**config.mk**
```make
export PLATFORM = sky130hd
export DESIGN_NAME = exc_seq
export DESIGN_NICKNAME = d
export VERILOG_FILES = /design/src/rtl/exc_seq_pkg.sv /design/src/rtl/exc_arbiter.sv /design/src/rtl/exc_entry_calc.sv /design/src/rtl/exc_return_calc.sv /design/src/rtl/exc_seq.sv
export SDC_FILE = /design/constraint.sdc
export NUM_CORES = 1
export LEC_CHECK = 0
export BUFFER_PORTS_ARGS = -buffer_cell sky130_fd_sc_hd__buf_2
export CORE_ASPECT_RATIO = 1.2
export CORE_MARGIN = 4
export CORE_UTILIZATION = 40
export CTS_BUF_LIST = sky130_fd_sc_hd__clkbuf_8
export CTS_CLUSTER_SIZE = 25
export DETAILED_ROUTE_END_ITERATION = 8
export GPL_TIMING_DRIVEN = 1
export PLACE_DENSITY = 0.66
export SLEW_MARGIN = 10
export SYNTH_ARGS = -nofsm -noshare
export SYNTH_HDL_FRONTEND = slang
export SYNTH_HIERARCHICAL = 1
export SYNTH_SLANG_ARGS = --single-unit
```
**constraint.sdc**
```tcl
create_clock -name clk -period 6.1 [get_ports clk]
set_input_delay 0.305 -clock clk [delete_from_list [all_inputs] [get_ports clk]]
set_output_delay 0.305 -clock clk [all_outputs]
set_load 0.01 [all_outputs]
```
**src/rtl/exc_seq_pkg.sv**
```systemverilog
package exc_seq_pkg;

    localparam int WORD_W  = 32;
    localparam int MODE_W  = 5;
    localparam int NUM_SRC = 6;

    localparam int BIT_IRQ_OFF = 7;
    localparam int BIT_FIQ_OFF = 6;
    localparam int BIT_ALT_SET = 5;

    typedef logic [MODE_W-1:0] mode_t;
    typedef logic [WORD_W-1:0] word_t;

    localparam mode_t MODE_SVC = 5'b10011;
    localparam mode_t MODE_ABT = 5'b10111;
    localparam mode_t MODE_IRQ = 5'b10010;
    localparam mode_t MODE_FIQ = 5'b10001;

    typedef enum logic [2:0] {
        EK_NONE,
        EK_RESET,
        EK_DABT,
        EK_FIQ,
        EK_IRQ,
        EK_PABT,
        EK_SWI
    } exc_kind_e;

    typedef struct packed {
        mode_t      mode;
        logic [3:0] ret_off;
        logic [7:0] vec_off;
        logic       mask_fiq;
        logic       save_state;
    } exc_profile_t;

    typedef struct packed {
        logic  save;
        mode_t bank_mode;
        word_t link;
        word_t saved;
        word_t status;
        word_t pc;
    } entry_cmd_t;

    typedef struct packed {
        word_t status;
        word_t pc;
    } return_cmd_t;

    // Priority slot 0 is served first.
    function automatic exc_kind_e kind_at(input int slot);
        case (slot)
            0:       return EK_RESET;
            1:       return EK_DABT;
            2:       return EK_FIQ;
            3:       return EK_IRQ;
            4:       return EK_PABT;
            5:       return EK_SWI;
            default: return EK_NONE;
        endcase
    endfunction

    function automatic exc_profile_t profile_of(input exc_kind_e k);
        exc_profile_t p;
        p = '0;
        case (k)
            EK_RESET: p = '{mode: MODE_SVC, ret_off: 4'd0, vec_off: 8'h00, mask_fiq: 1'b1, save_state: 1'b0};
            EK_DABT:  p = '{mode: MODE_ABT, ret_off: 4'd8, vec_off: 8'h10, mask_fiq: 1'b0, save_state: 1'b1};
            EK_FIQ:   p = '{mode: MODE_FIQ, ret_off: 4'd8, vec_off: 8'h1C, mask_fiq: 1'b1, save_state: 1'b1};
            EK_IRQ:   p = '{mode: MODE_IRQ, ret_off: 4'd8, vec_off: 8'h18, mask_fiq: 1'b0, save_state: 1'b1};
            EK_PABT:  p = '{mode: MODE_ABT, ret_off: 4'd4, vec_off: 8'h0C, mask_fiq: 1'b0, save_state: 1'b1};
            EK_SWI:   p = '{mode: MODE_SVC, ret_off: 4'd4, vec_off: 8'h08, mask_fiq: 1'b0, save_state: 1'b1};
            default:  p = '0;
        endcase
        return p;
    endfunction

endpackage

```
**src/rtl/exc_arbiter.sv**
```systemverilog
module exc_arbiter
    import exc_seq_pkg::*;
(
    input  logic      evt_reset,
    input  logic      evt_swi,
    input  logic      evt_pabt,
    input  logic      evt_dabt,
    input  logic      irq_line,
    input  logic      fiq_line,
    input  logic      pabt_cancel,
    input  logic      irq_masked,
    input  logic      fiq_masked,
    output exc_kind_e kind
);

    logic [NUM_SRC-1:0] live;

    always_comb begin
        live    = '0;
        live[0] = evt_reset;
        live[1] = evt_dabt;
        live[2] = fiq_line & ~fiq_masked;
        live[3] = irq_line & ~irq_masked;
        live[4] = evt_pabt & ~pabt_cancel;
        live[5] = evt_swi;
    end

    // Scan from the lowest rank upward so the highest-ranked live source wins.
    always_comb begin
        kind = EK_NONE;
        for (int i = NUM_SRC - 1; i >= 0; i--) begin
            if (live[i]) kind = kind_at(i);
        end
    end

endmodule

```
**src/rtl/exc_entry_calc.sv**
```systemverilog
module exc_entry_calc
    import exc_seq_pkg::*;
#(
    parameter word_t LOW_BASE  = 32'h0000_0000,
    parameter word_t HIGH_BASE = 32'hFFFF_0000
)(
    input  exc_kind_e  kind,
    input  word_t      instr_addr,
    input  word_t      cur_status,
    input  logic       high_vec,
    output entry_cmd_t cmd
);

    exc_profile_t prof;
    word_t        next_status;
    word_t        base;

    always_comb begin
        prof = profile_of(kind);
        base = high_vec ? HIGH_BASE : LOW_BASE;

        next_status                = cur_status;
        next_status[MODE_W-1:0]    = prof.mode;
        next_status[BIT_IRQ_OFF]   = 1'b1;
        next_status[BIT_ALT_SET]   = 1'b0;
        if (prof.mask_fiq) next_status[BIT_FIQ_OFF] = 1'b1;

        cmd.save      = prof.save_state && (kind != EK_NONE);
        cmd.bank_mode = prof.mode;
        cmd.link      = instr_addr + word_t'(prof.ret_off);
        cmd.saved     = cur_status;
        cmd.status    = next_status;
        cmd.pc        = base | word_t'(prof.vec_off);
    end

endmodule

```
**src/rtl/exc_return_calc.sv**
```systemverilog
module exc_return_calc
    import exc_seq_pkg::*;
#(
    parameter int ADJ_BYTES = 4
)(
    input  word_t       ret_link,
    input  word_t       ret_saved,
    input  logic        ret_sub4,
    output return_cmd_t cmd
);

    localparam word_t ADJ = word_t'(ADJ_BYTES);

    always_comb begin
        cmd.pc     = ret_sub4 ? (ret_link - ADJ) : ret_link;
        cmd.status = ret_saved;
    end

endmodule

```
**src/rtl/exc_seq.sv**
```systemverilog
module exc_seq
    import exc_seq_pkg::*;
#(
    parameter logic [31:0] LOW_BASE  = 32'h0000_0000,
    parameter logic [31:0] HIGH_BASE = 32'hFFFF_0000
)(
    input  logic        clk,
    input  logic        rst,
    input  logic        evt_reset,
    input  logic        evt_swi,
    input  logic        evt_pabt,
    input  logic        evt_dabt,
    input  logic        irq_line,
    input  logic        fiq_line,
    input  logic        pabt_cancel,
    input  logic [31:0] instr_addr,
    input  logic [31:0] cur_status,
    input  logic        high_vec,
    input  logic        ret_req,
    input  logic        ret_sub4,
    input  logic [31:0] ret_link,
    input  logic [31:0] ret_saved,
    output logic        bank_we_link,
    output logic        bank_we_saved,
    output logic [4:0]  bank_mode,
    output logic [31:0] link_data,
    output logic [31:0] saved_data,
    output logic        status_we,
    output logic [31:0] status_data,
    output logic        pc_we,
    output logic [31:0] pc_data
);

    exc_kind_e   arb_kind;
    entry_cmd_t  ent;
    return_cmd_t rtn;

    exc_arbiter u_arb (
        .evt_reset   (evt_reset),
        .evt_swi     (evt_swi),
        .evt_pabt    (evt_pabt),
        .evt_dabt    (evt_dabt),
        .irq_line    (irq_line),
        .fiq_line    (fiq_line),
        .pabt_cancel (pabt_cancel),
        .irq_masked  (cur_status[BIT_IRQ_OFF]),
        .fiq_masked  (cur_status[BIT_FIQ_OFF]),
        .kind        (arb_kind)
    );

    exc_entry_calc #(
        .LOW_BASE  (LOW_BASE),
        .HIGH_BASE (HIGH_BASE)
    ) u_entry (
        .kind       (arb_kind),
        .instr_addr (instr_addr),
        .cur_status (cur_status),
        .high_vec   (high_vec),
        .cmd        (ent)
    );

    exc_return_calc #(
        .ADJ_BYTES (4)
    ) u_ret (
        .ret_link  (ret_link),
        .ret_saved (ret_saved),
        .ret_sub4  (ret_sub4),
        .cmd       (rtn)
    );

    always_ff @(posedge clk) begin
        if (rst) begin
            bank_we_link  <= 1'b0;
            bank_we_saved <= 1'b0;
            bank_mode     <= '0;
            link_data     <= '0;
            saved_data    <= '0;
            status_we     <= 1'b0;
            status_data   <= '0;
            pc_we         <= 1'b0;
            pc_data       <= '0;
        end else if (arb_kind != EK_NONE) begin
            bank_we_link  <= ent.save;
            bank_we_saved <= ent.save;
            bank_mode     <= ent.bank_mode;
            link_data     <= ent.link;
            saved_data    <= ent.saved;
            status_we     <= 1'b1;
            status_data   <= ent.status;
            pc_we         <= 1'b1;
            pc_data       <= ent.pc;
        end else if (ret_req) begin
            bank_we_link  <= 1'b0;
            bank_we_saved <= 1'b0;
            status_we     <= 1'b1;
            status_data   <= rtn.status;
            pc_we         <= 1'b1;
            pc_data       <= rtn.pc;
        end else begin
            bank_we_link  <= 1'b0;
            bank_we_saved <= 1'b0;
            status_we     <= 1'b0;
            pc_we         <= 1'b0;
        end
    end

    // nothing requested means no write command one cycle later
    a_r1_quiet: assert property (@(posedge clk) disable iff (rst)
        (arb_kind == EK_NONE && !ret_req) |=> (!status_we && !pc_we && !bank_we_link && !bank_we_saved));

    // reset event lands in supervisor mode with both masks set, no banked writes
    a_r2_reset_entry: assert property (@(posedge clk) disable iff (rst)
        evt_reset |=> (status_data[4:0] == 5'b10011 && status_data[7:5] == 3'b110
                       && !bank_we_link && !bank_we_saved));

    // every saving entry masks interrupts and clears the alternate-set bit
    a_r8_entry_bits: assert property (@(posedge clk) disable iff (rst)
        (status_we && bank_we_link) |-> (status_data[7] && !status_data[5]
                                         && status_data[4:0] == bank_mode));

    // the PC and the status word always change in the same step
    a_r11_same_step: assert property (@(posedge clk) disable iff (rst)
        pc_we |-> status_we);

    // vectors only come from the two table bases
    a_r10_vec_base: assert property (@(posedge clk) disable iff (rst)
        (pc_we && bank_we_saved) |-> (pc_data[31:8] == HIGH_BASE[31:8] || pc_data[31:8] == LOW_BASE[31:8]));

endmodule

```
==> results of run 1 <==
[per-layer routing]
layer  vias up  global-route usage (%)  wire length, um
met3        22                    6.33             1410
li1       3045                       -                -
met5         -                       0                0
met4         0                    6.25              331
met1      2782                    22.1             8440
met2       188                    31.4             9690
[power by group]
group          switching [mW]  internal (mW)
clock                   0.395          0.426
combinational           0.234          0.171
sequential             0.0334          0.952
[path summary, 6_finish.rpt]
path                       start  slack [ns]         endpoint  cells past startpoint
hold / removal    cur_status[27]        0.07  status_data[27]                      2
setup reg to reg      pc_data[4]        5.35       pc_data[4]                      2
setup / recovery   cur_status[6]        2.75    link_data[25]                     14
hold reg to reg    saved_data[1]        0.45    saved_data[1]                      2
[cells in the mapped netlist, types with 2 or more instances]
library cell  instances  area, um2
nand2_1             150        563
dfxtp_1             135       2700
buf_4               131        983
a21oi_1              72        360
mux2i_1              65        651
o2bb2ai_1            64        561
xor2_1               30        263
xnor2_1              29        254
clkbuf_1             25       93.8
nor2_1               24       90.1
buf_2                22        110
nand3_1              11       55.1
nand4_1              11       68.8
nor3_1               10       50.1
inv_1                 9       33.8
nor4_1                7       43.8
and3_1                6       37.5
nand2b_1              5       31.3
or2_2                 5       31.3
or3_1                 4       25.0
ha_1                  3       37.5
nor3b_1               3       22.5
a21boi_0              2       15.0
and4_1                2       17.5
conb_1                2       7.51
nor4_4                2       42.5
or4_1                 2       15.0
or4_4                 2       22.5
[kinds of logic after synthesis]
group | count (synthesis) | share of synthesized area (%)
muxes | 65 | 8.80
adders and majority gates | 4 | 0.778
other | 2 | 0.102
DFF | 135 | 36.5
buffers and inverters | 190 | 16.8
and+or+nand+nor | 255 | 16.8
AOI/OAI and AO/OA | 144 | 13.2
xor gates and xnor gates | 59 | 6.99
[layout make-up]
| class | instances | share of cell area (%) |
|---|---|---|
| multi-input combinational | 544 | 41.9 |
| sequential | 135 | 32.2 |
| timing repair buffer | 282 | 17.0 |
| tap | 224 | 3.34 |
| clock buffer | 18 | 2.95 |
| clock inverter | 14 | 2.23 |
| inverter | 9 | 0.402 |
[through the flow]
stage               hold slack (ns)  utilization (%)  cell area [um2]  power, mW  instances
finish                       0.0676             46.2             8400       2.21       1226
global placement              0.435             43.8             7970       1.41       1194
detailed placement            0.440             43.8             7970       1.42       1194
CTS                          0.0259             46.2             8400       2.25       1226
global route                 0.0299             46.2             8400       2.34       1226
floorplan                     0.476                -             7450       1.29        869
[sequential cells by signal (all words and copies together), names as in the netlist]
signal / count
bank_mode: 5
bank_we_saved: 1
link_data: 32
pc_data: 32
pc_we: 1
saved_data: 32
status_data: 32
==> metrics, run 1 <==
ys flop type=dfxtp_1; Post-DP HPWL=14100 um; first-pass GRT wire length=31000 um; WP data arrival=3.73 ns; Slew @ Worst Pin=1.14 ns; Ys Warns=6; Worst-Skew Late Latency=0.44 ns; routed vias=6037; CTS Root Cell=clkbuf_8; drt pass-1 iters=4; Post-Syn Area per Cell=8.66 um2; Die X=132 um; die extent in y=157 um; IO buf count=276; CP startpoint kind=primary input; clock period minus final worst setup slack=3.35 ns; post-CTS resize count=0; antenna-violating nets left=0; postcts setup bufs=0; Nets=1133; # Max-Cap Violations=0; largest fanout on the critical path=12; Worst setup EP type=flip-flop; antenna violations before repair=0; area of the multi-input gates=3520 um2; crit-path cells=buf_2 -> nor2b_1 -> a31oi_1 -> o21bai_1 -> nor2_1 -> a21boi_0 -> inv_1 -> ha_1 -> a21oi_1 -> nor2_1 -> nand4_1 -> xnor2_1 -> nand2_1 -> a21oi_1; Peak VDD IR=0.114 mV; vias in the first global route=5962; synth-to-layout area growth=13.6%; # diodes=0; final hold violation count=0; total grt overflow=0; Slew headroom=23.9%; Critical-path top delay cell=nor2_1; average wire per standard cell=16.2 um; placer congestion estimate=0.807; Crit path max-delay family=compound AO/OA/AOI/OAI gates; Tcrit/Tclk final=55.0%; CTS H-tree lvls=4; fill cell total of the finished layout=1827; Leakage=4.02 nW; initial core utilization=40.7%; drt first-iter violations=216; Max Clk Rate=298 MHz; Post-Route WL=19900 um; DR vias/cell=4.92; critical path class=primary input to flip-flop; Clock Sinks=135; hold_buf cts=0; RSZ-0062 raised after global routing=no; Reg clk slew, reported paths=0.09 ns; status=finished, final reports clean; DP Worst Slack=2.34 ns; fin. max-slew vios=0; number of synthesized register bits=135; clock skew=0 ns; CTS Buf Count=17; commonest cells after routing, fill and taps aside=buf_2, nand2_1, dfxtp_1; Power Dens Cells=263 nW/um2; Mapped Cells=854; GRT Total Usage=18.5%; Ports=277; final setup TNS=0 ns; Buf/Inv on CP=2; number of synthesized flops with an enable pin=0; most common cell after layout, fill and taps aside=buf_2; register area=2700 um2; fraction of layout cells with a size suffix above 1=33.1%; Slowest Stage Delay on Critical Path=0.72 ns; Critical Path RT=6.47 ns; DRC viols=0; post-synthesis cell type count=49; CTS tree=done; Worst Slack Setup Final=2.75 ns; part of the Yosys area used for sequential elements=36.5%; FFs w/ async S/R, synth=0%; largest net degree at the start of global routing=74; row cnt=54; worst hold path class=primary input to flip-flop; Mapped Area=7400 um2; die area=20700 um2; CTS Buffer Depth=2; core box area=18200 um2; Final Setup Violations=0
(Power assumes the default switching activity.)
==> run 2: changes to the inputs <==
==> constraint.sdc (replaced) <==
create_clock -name clk -period 3.2 [get_ports clk]
set_input_delay 0.16 -clock clk [delete_from_list [all_inputs] [get_ports clk]]
set_output_delay 0.16 -clock clk [all_outputs]
set_load 0.01 [all_outputs]
==> metrics, run 2 (synthesis gave the netlist of run 1 again) <==
status=finished, final reports clean (unchanged); # Max-Cap Violations=0 (unchanged); Critical Path RT=3.57 ns (was 6.47 ns); Buf/Inv on CP=5 (was 2); DRC viols=0 (unchanged); RSZ-0062 raised after global routing=no (unchanged); initial core utilization=40.7% (unchanged); largest fanout on the critical path=40 (was 12); worst r2r src=status_data[19] (was pc_data[4]); final setup TNS=0 ns (unchanged); fin. max-slew vios=0 (unchanged); Power Dens Cells=452 nW/um2 (was 263 nW/um2); Slew @ Worst Pin=0.802 ns (was 1.14 ns); Die X=132 um (unchanged); clock skew=0 ns (unchanged); Leakage=4.39 nW (was 4.02 nW); Final Setup Violations=0 (unchanged); synth-to-layout area growth=23.8% (was 13.6%); Post-DP HPWL=14600 um (was 14100 um); Critical-path top delay cell=dlygate4sd3_1 (was nor2_1); DR vias/cell=4.95 (was 4.92); Power Total=4.14 mW (was 2.21 mW); switching share of power=29.7% (was 30.0%); Worst Min Path Start=instr_addr[30] (was cur_status[27]); drt pass-1 iters=4 (unchanged); WP data arrival=3.34 ns (was 3.73 ns); worst hold path class=primary input to flip-flop (unchanged); die extent in y=157 um (unchanged); first-pass GRT wire length=33400 um (was 31000 um); Slowest Stage Delay on Critical Path=0.56 ns (was 0.72 ns); Nets=1215 (was 1133); CTS Buf Count=17 (unchanged); die area=20700 um2 (unchanged); R2R setup slack=1.88 ns (was 5.35 ns); # diodes=0 (unchanged); GRT Total Usage=19.9% (was 18.5%); fraction of layout cells with a size suffix above 1=31.9% (was 33.1%); Reg clk slew, reported paths=0.07 ns (was 0.09 ns); final hold violation count=0 (unchanged); critical path class=primary input to flip-flop (unchanged); vias in the first global route=6431 (was 5962); drt first-iter violations=262 (was 216); commonest cells after routing, fill and taps aside=buf_2, nand2_1, dfxtp_1 (unchanged); CTS Buffer Depth=2 (unchanged); CTS Root Cell=clkbuf_8 (unchanged); CTS tree=done (unchanged); average wire per standard cell=16.3 um (was 16.2 um); Peak VDD IR=0.253 mV (was 0.114 mV); crit path from=cur_status[6] (unchanged); row cnt=54 (unchanged); core box area=18200 um2 (unchanged); CTS H-tree lvls=4 (unchanged); Worst-Skew Late Latency=0.43 ns (was 0.44 ns); Reg power frac=45.4% (was 44.5%); placer congestion estimate=0.841 (was 0.807); Max Clk Rate=337 MHz; Clock Sinks=135 (unchanged); most common cell after layout, fill and taps aside=buf_2 (unchanged); largest net degree at the start of global routing=73 (was 74); antenna-violating nets left=0 (unchanged); Crit path max-delay family=buffers and inverters (was compound AO/OA/AOI/OAI gates); Slew headroom=46.5% (was 23.9%); Post-Route WL=21300 um (was 19900 um); crit-path cells=dlygate4sd3_1 -> buf_2 -> nor2b_1 -> a31oi_1 -> o21bai_1 -> buf_4 -> nor3_4 -> nor2_4 -> buf_4 -> o2bb2ai_1 -> dlygate4sd3_1 (was buf_2 -> nor2b_1 -> a31oi_1 -> o21bai_1 -> nor2_1 -> a21boi_0 -> inv_1 -> ha_1 -> a21oi_1 -> nor2_1 -> nand4_1 -> xnor2_1 -> nand2_1 -> a21oi_1); CP startpoint kind=primary input (unchanged); total grt overflow=0 (unchanged); Worst setup EP type=flip-flop (unchanged); routed vias=6474 (was 6037); Tcrit/Tclk final=92.8%; Ports=277 (unchanged); Combinational Power Share=21.1% (was 18.3%); IO buf count=276 (unchanged); antenna violations before repair=0 (unchanged); clock period minus final worst setup slack=2.97 ns; internal power=2.91 mW (was 1.55 mW); NetSw=1.23 mW (was 663 uW); Clk pwr share=33.5% (was 37.1%)
==> run 2: final timing paths <==
path,to,cells past startpoint
max reg2reg,status_data[19],3
min,link_data[30],4
min reg2reg,saved_data[7],2
max,status_data[8],11
==> run 2: metrics by stage <==
step	hold WS [ns]	util, %	instance area (um2)	worst slack [ns]	cells
after floorplan	0.345	-	7450	0.350	869
after global placement	0.375	44.2	8040	0.141	1204
after detailed placement	0.378	44.2	8040	0.0624	1204
after CTS	0.000808	50.3	9140	0.0228	1307
after global routing	0.0191	50.4	9160	0.0256	1308
final	0.0398	50.4	9160	0.232	1308
==> run 2: metal layers <==
| layer | GRT usage [%] | vias to the layer above | part of all wire, % |
|---|---|---|---|
| li1 | - | 3203 | - |
| met1 | 23.1 | 2998 | 41 |
| met2 | 34.4 | 233 | 50 |
| met3 | 5.88 | 40 | 7.2 |
| met4 | 8.15 | 0 | 2.6 |
| met5 | 0 | - | 0 |
==> run 2: worst min-delay path, cell delays in order <==
cell and delay, ns:
buf_2 0.09, xnor2_1 0.06, nand2_1 0.05, a21oi_1 0.06
==> run 2: layout make-up <==
| cell class | instances | area [um2] |
|---|---|---|
| fillers | 1759 | 9020 |
| multi-input cells | 545 | 3540 |
| flip-flops and latches | 135 | 2700 |
| repair buffers | 363 | 2210 |
| clock buffers | 21 | 289 |
| well taps | 224 | 280 |
| clock inverters | 11 | 97.6 |
| inverters | 9 | 33.8 |
==> run 2: repair_timing <==
| item | in CTS | in global routing |
|---|---|---|
| endpoints found under the hold margin | 71 | 0 |
| setup buffers | 0 | 0 |
| hold buffers | 71 | 0 |
| resized for setup | 0 | 4 |
| setup endpoints to repair | 0 | 22 |
==> run 2: power groups by stage <==
| stage | clock [mW] | sequential (mW) | combinational [mW] |
|---|---|---|---|
| detailed placement | 0 | 1.92 | 0.787 |
| floorplan | 0 | 1.98 | 0.475 |
| finish | 1.39 | 1.88 | 0.874 |
| global placement | 0 | 1.92 | 0.781 |
| global route | 1.51 | 1.90 | 0.958 |
| CTS | 1.44 | 1.88 | 0.867 |
==> run 3: changes to the inputs <==
--- a/config.mk
+++ b/config.mk
@@ -5,7 +5,7 @@
 export SDC_FILE = /design/constraint.sdc
 export NUM_CORES = 1
 export LEC_CHECK = 0
-export BUFFER_PORTS_ARGS = -buffer_cell sky130_fd_sc_hd__buf_2
+export BUFFER_PORTS_ARGS = -buffer_cell sky130_fd_sc_hd__buf_4
 export CORE_ASPECT_RATIO = 1.2
 export CORE_MARGIN = 4
 export CORE_UTILIZATION = 40
==> metrics, run 3 (synthesis gave the netlist of run 1 again) <==
status=finished, final reports clean (unchanged); largest fanout on the critical path=9 (was 40); Power Total=4.47 mW (was 4.14 mW); Critical Path RT=3.56 ns (was 3.57 ns); largest net degree at the start of global routing=73 (unchanged); IO buf count=276 (unchanged); Power Dens Cells=445 nW/um2 (was 452 nW/um2); Nets=1227 (was 1215); fin cells=1320 (was 1308); dpl cells=1203 (was 1204); synth-to-layout area growth=36.0% (was 23.8%); Slew @ Worst Pin=1.13 ns (was 0.802 ns); antenna-violating nets left=0 (unchanged); CTS Buffer Depth=2 (unchanged); Worst-Skew Late Latency=0.43 ns (about the same); drt first-iter violations=283 (was 262); RSZ-0062 raised after global routing=no (unchanged); antenna violations before repair=0 (unchanged); drt pass-1 iters=5 (was 4); vias in the first global route=6651 (was 6431); CTS tree=done (unchanged); routed vias=6567 (was 6474); Peak VDD IR=0.229 mV (was 0.253 mV); CTS Buf Count=17 (unchanged); Post-DP HPWL=14900 um (was 14600 um); die extent in y=157 um (unchanged); Final Setup Violations=0 (unchanged); DRC viols=0 (unchanged); most common cell after layout, fill and taps aside=buf_4 (was buf_2); NetSw=1.27 mW (was 1.23 mW); initial core utilization=40.7% (unchanged); switching share of power=28.4% (was 29.7%); CP startpoint kind=primary input (unchanged); Ports=277 (unchanged); Die X=132 um (unchanged); placer congestion estimate=0.837 (was 0.841); row cnt=54 (unchanged); Reg power frac=42.2% (was 45.4%); commonest cells after routing, fill and taps aside=buf_4, nand2_1, dfxtp_1 (was buf_2, nand2_1, dfxtp_1); fin. max-slew vios=0 (unchanged); die area=20700 um2 (unchanged); CTS Root Cell=clkbuf_8 (unchanged); DP Area=8740 um2 (was 8040 um2); Worst setup EP type=flip-flop (unchanged); total grt overflow=0 (unchanged); worst hold path class=primary input to flip-flop (unchanged); DR vias/cell=4.98 (was 4.95); critical path class=primary input to flip-flop (unchanged); Reg clk slew, reported paths=0.08 ns (was 0.07 ns); final hold violation count=0 (unchanged); clock skew=0 ns (unchanged); Max Clk Rate=332 MHz (was 337 MHz); final setup TNS=0 ns (unchanged); GRT Total Usage=20.2% (was 19.9%); # Max-Cap Violations=0 (unchanged); CTS H-tree lvls=4 (unchanged); average wire per standard cell=16.4 um (was 16.3 um); Tcrit/Tclk final=94.1% (was 92.8%); Clk pwr share=35.2% (was 33.5%); Post-Route WL=21700 um (was 21300 um); WP data arrival=3.37 ns (was 3.34 ns); Final Cell Area=10100 um2 (was 9160 um2); core box area=18200 um2 (unchanged); internal power=3.20 mW (was 2.91 mW); clock period minus final worst setup slack=3.01 ns (was 2.97 ns); Leakage=4.63 nW (was 4.39 nW); first-pass GRT wire length=33800 um (was 33400 um); Clock Sinks=135 (unchanged); Combinational Power Share=22.6% (was 21.1%); fraction of layout cells with a size suffix above 1=31.5% (was 31.9%); Slew headroom=24.4% (was 46.5%); postcts setup bufs=0 (unchanged); # diodes=0 (unchanged)
-- run 3: final timing paths --
kind                    from  cells after the start              end  slack (ns)
max            cur_status[7]                     16    link_data[28]        0.19
min            instr_addr[7]                      4     link_data[7]        0.04
max reg2reg  status_data[21]                      3  status_data[21]        1.95
min reg2reg     link_data[3]                      2     link_data[3]        0.45
-- run 3: per-layer routing --
metal	vias to the layer above	wire length (um)	track usage (%)	part of all wire [%]
met5	-	0	0	0
met3	39	1670	6.55	7.7
met1	3070	8650	23.0	40
met2	235	10800	35.1	50
met4	0	566	8.00	2.6
li1	3223	-	-	-
-- run 3: final cells by class --
cell class | count | area (um2)
clock inverter | 15 | 203
clock buffer | 17 | 234
fill | 1670 | 8120
sequential | 135 | 2700
tap | 224 | 280
multi-input combinational | 544 | 3540
timing repair buffer | 376 | 3060
inverter | 9 | 33.8
-- run 3: what timing repair did --
item / in CTS / in global routing
hold buffers: 85 / 0
gates resized for setup: 0 / 7
endpoints found under the setup margin: 0 / 45
endpoints found under the hold margin: 85 / 0
-- run 3: power groups by stage --
stage | Combinational, mW | Clock (mW) | Sequential, mW
floorplan | 0.475 | 0 | 1.98
finish | 1.01 | 1.57 | 1.89
detailed placement | 0.917 | 0 | 1.92
global route | 1.10 | 1.68 | 1.90
global placement | 0.904 | 0 | 1.92
CTS | 1.01 | 1.63 | 1.89
-- run 3: critical path, stage by stage --
cell and delay [ns]:
dlygate4sd3_1 0.55, buf_4 0.14, nand2b_1 0.17, a311oi_2 0.37, nor2_4 0.09, xnor2_1 0.15
nor2_1 0.12, ha_1 0.17, inv_1 0.06, fa_2 0.41, nor4_4 0.28, buf_4 0.20
nand4_1 0.12, xnor2_1 0.17, nand2_1 0.06, a21oi_1 0.14
-- run 3: stage by stage --
step	setup WS, ns	utilization (%)	hold slack (ns)
global route	0.0253	55.3	0.0148
finish	0.190	55.3	0.0379
floorplan	0.350	-	0.345
global placement	0.140	47.9	0.370
CTS	0.0250	55.2	0.00126
detailed placement	0.0382	48.1	0.375
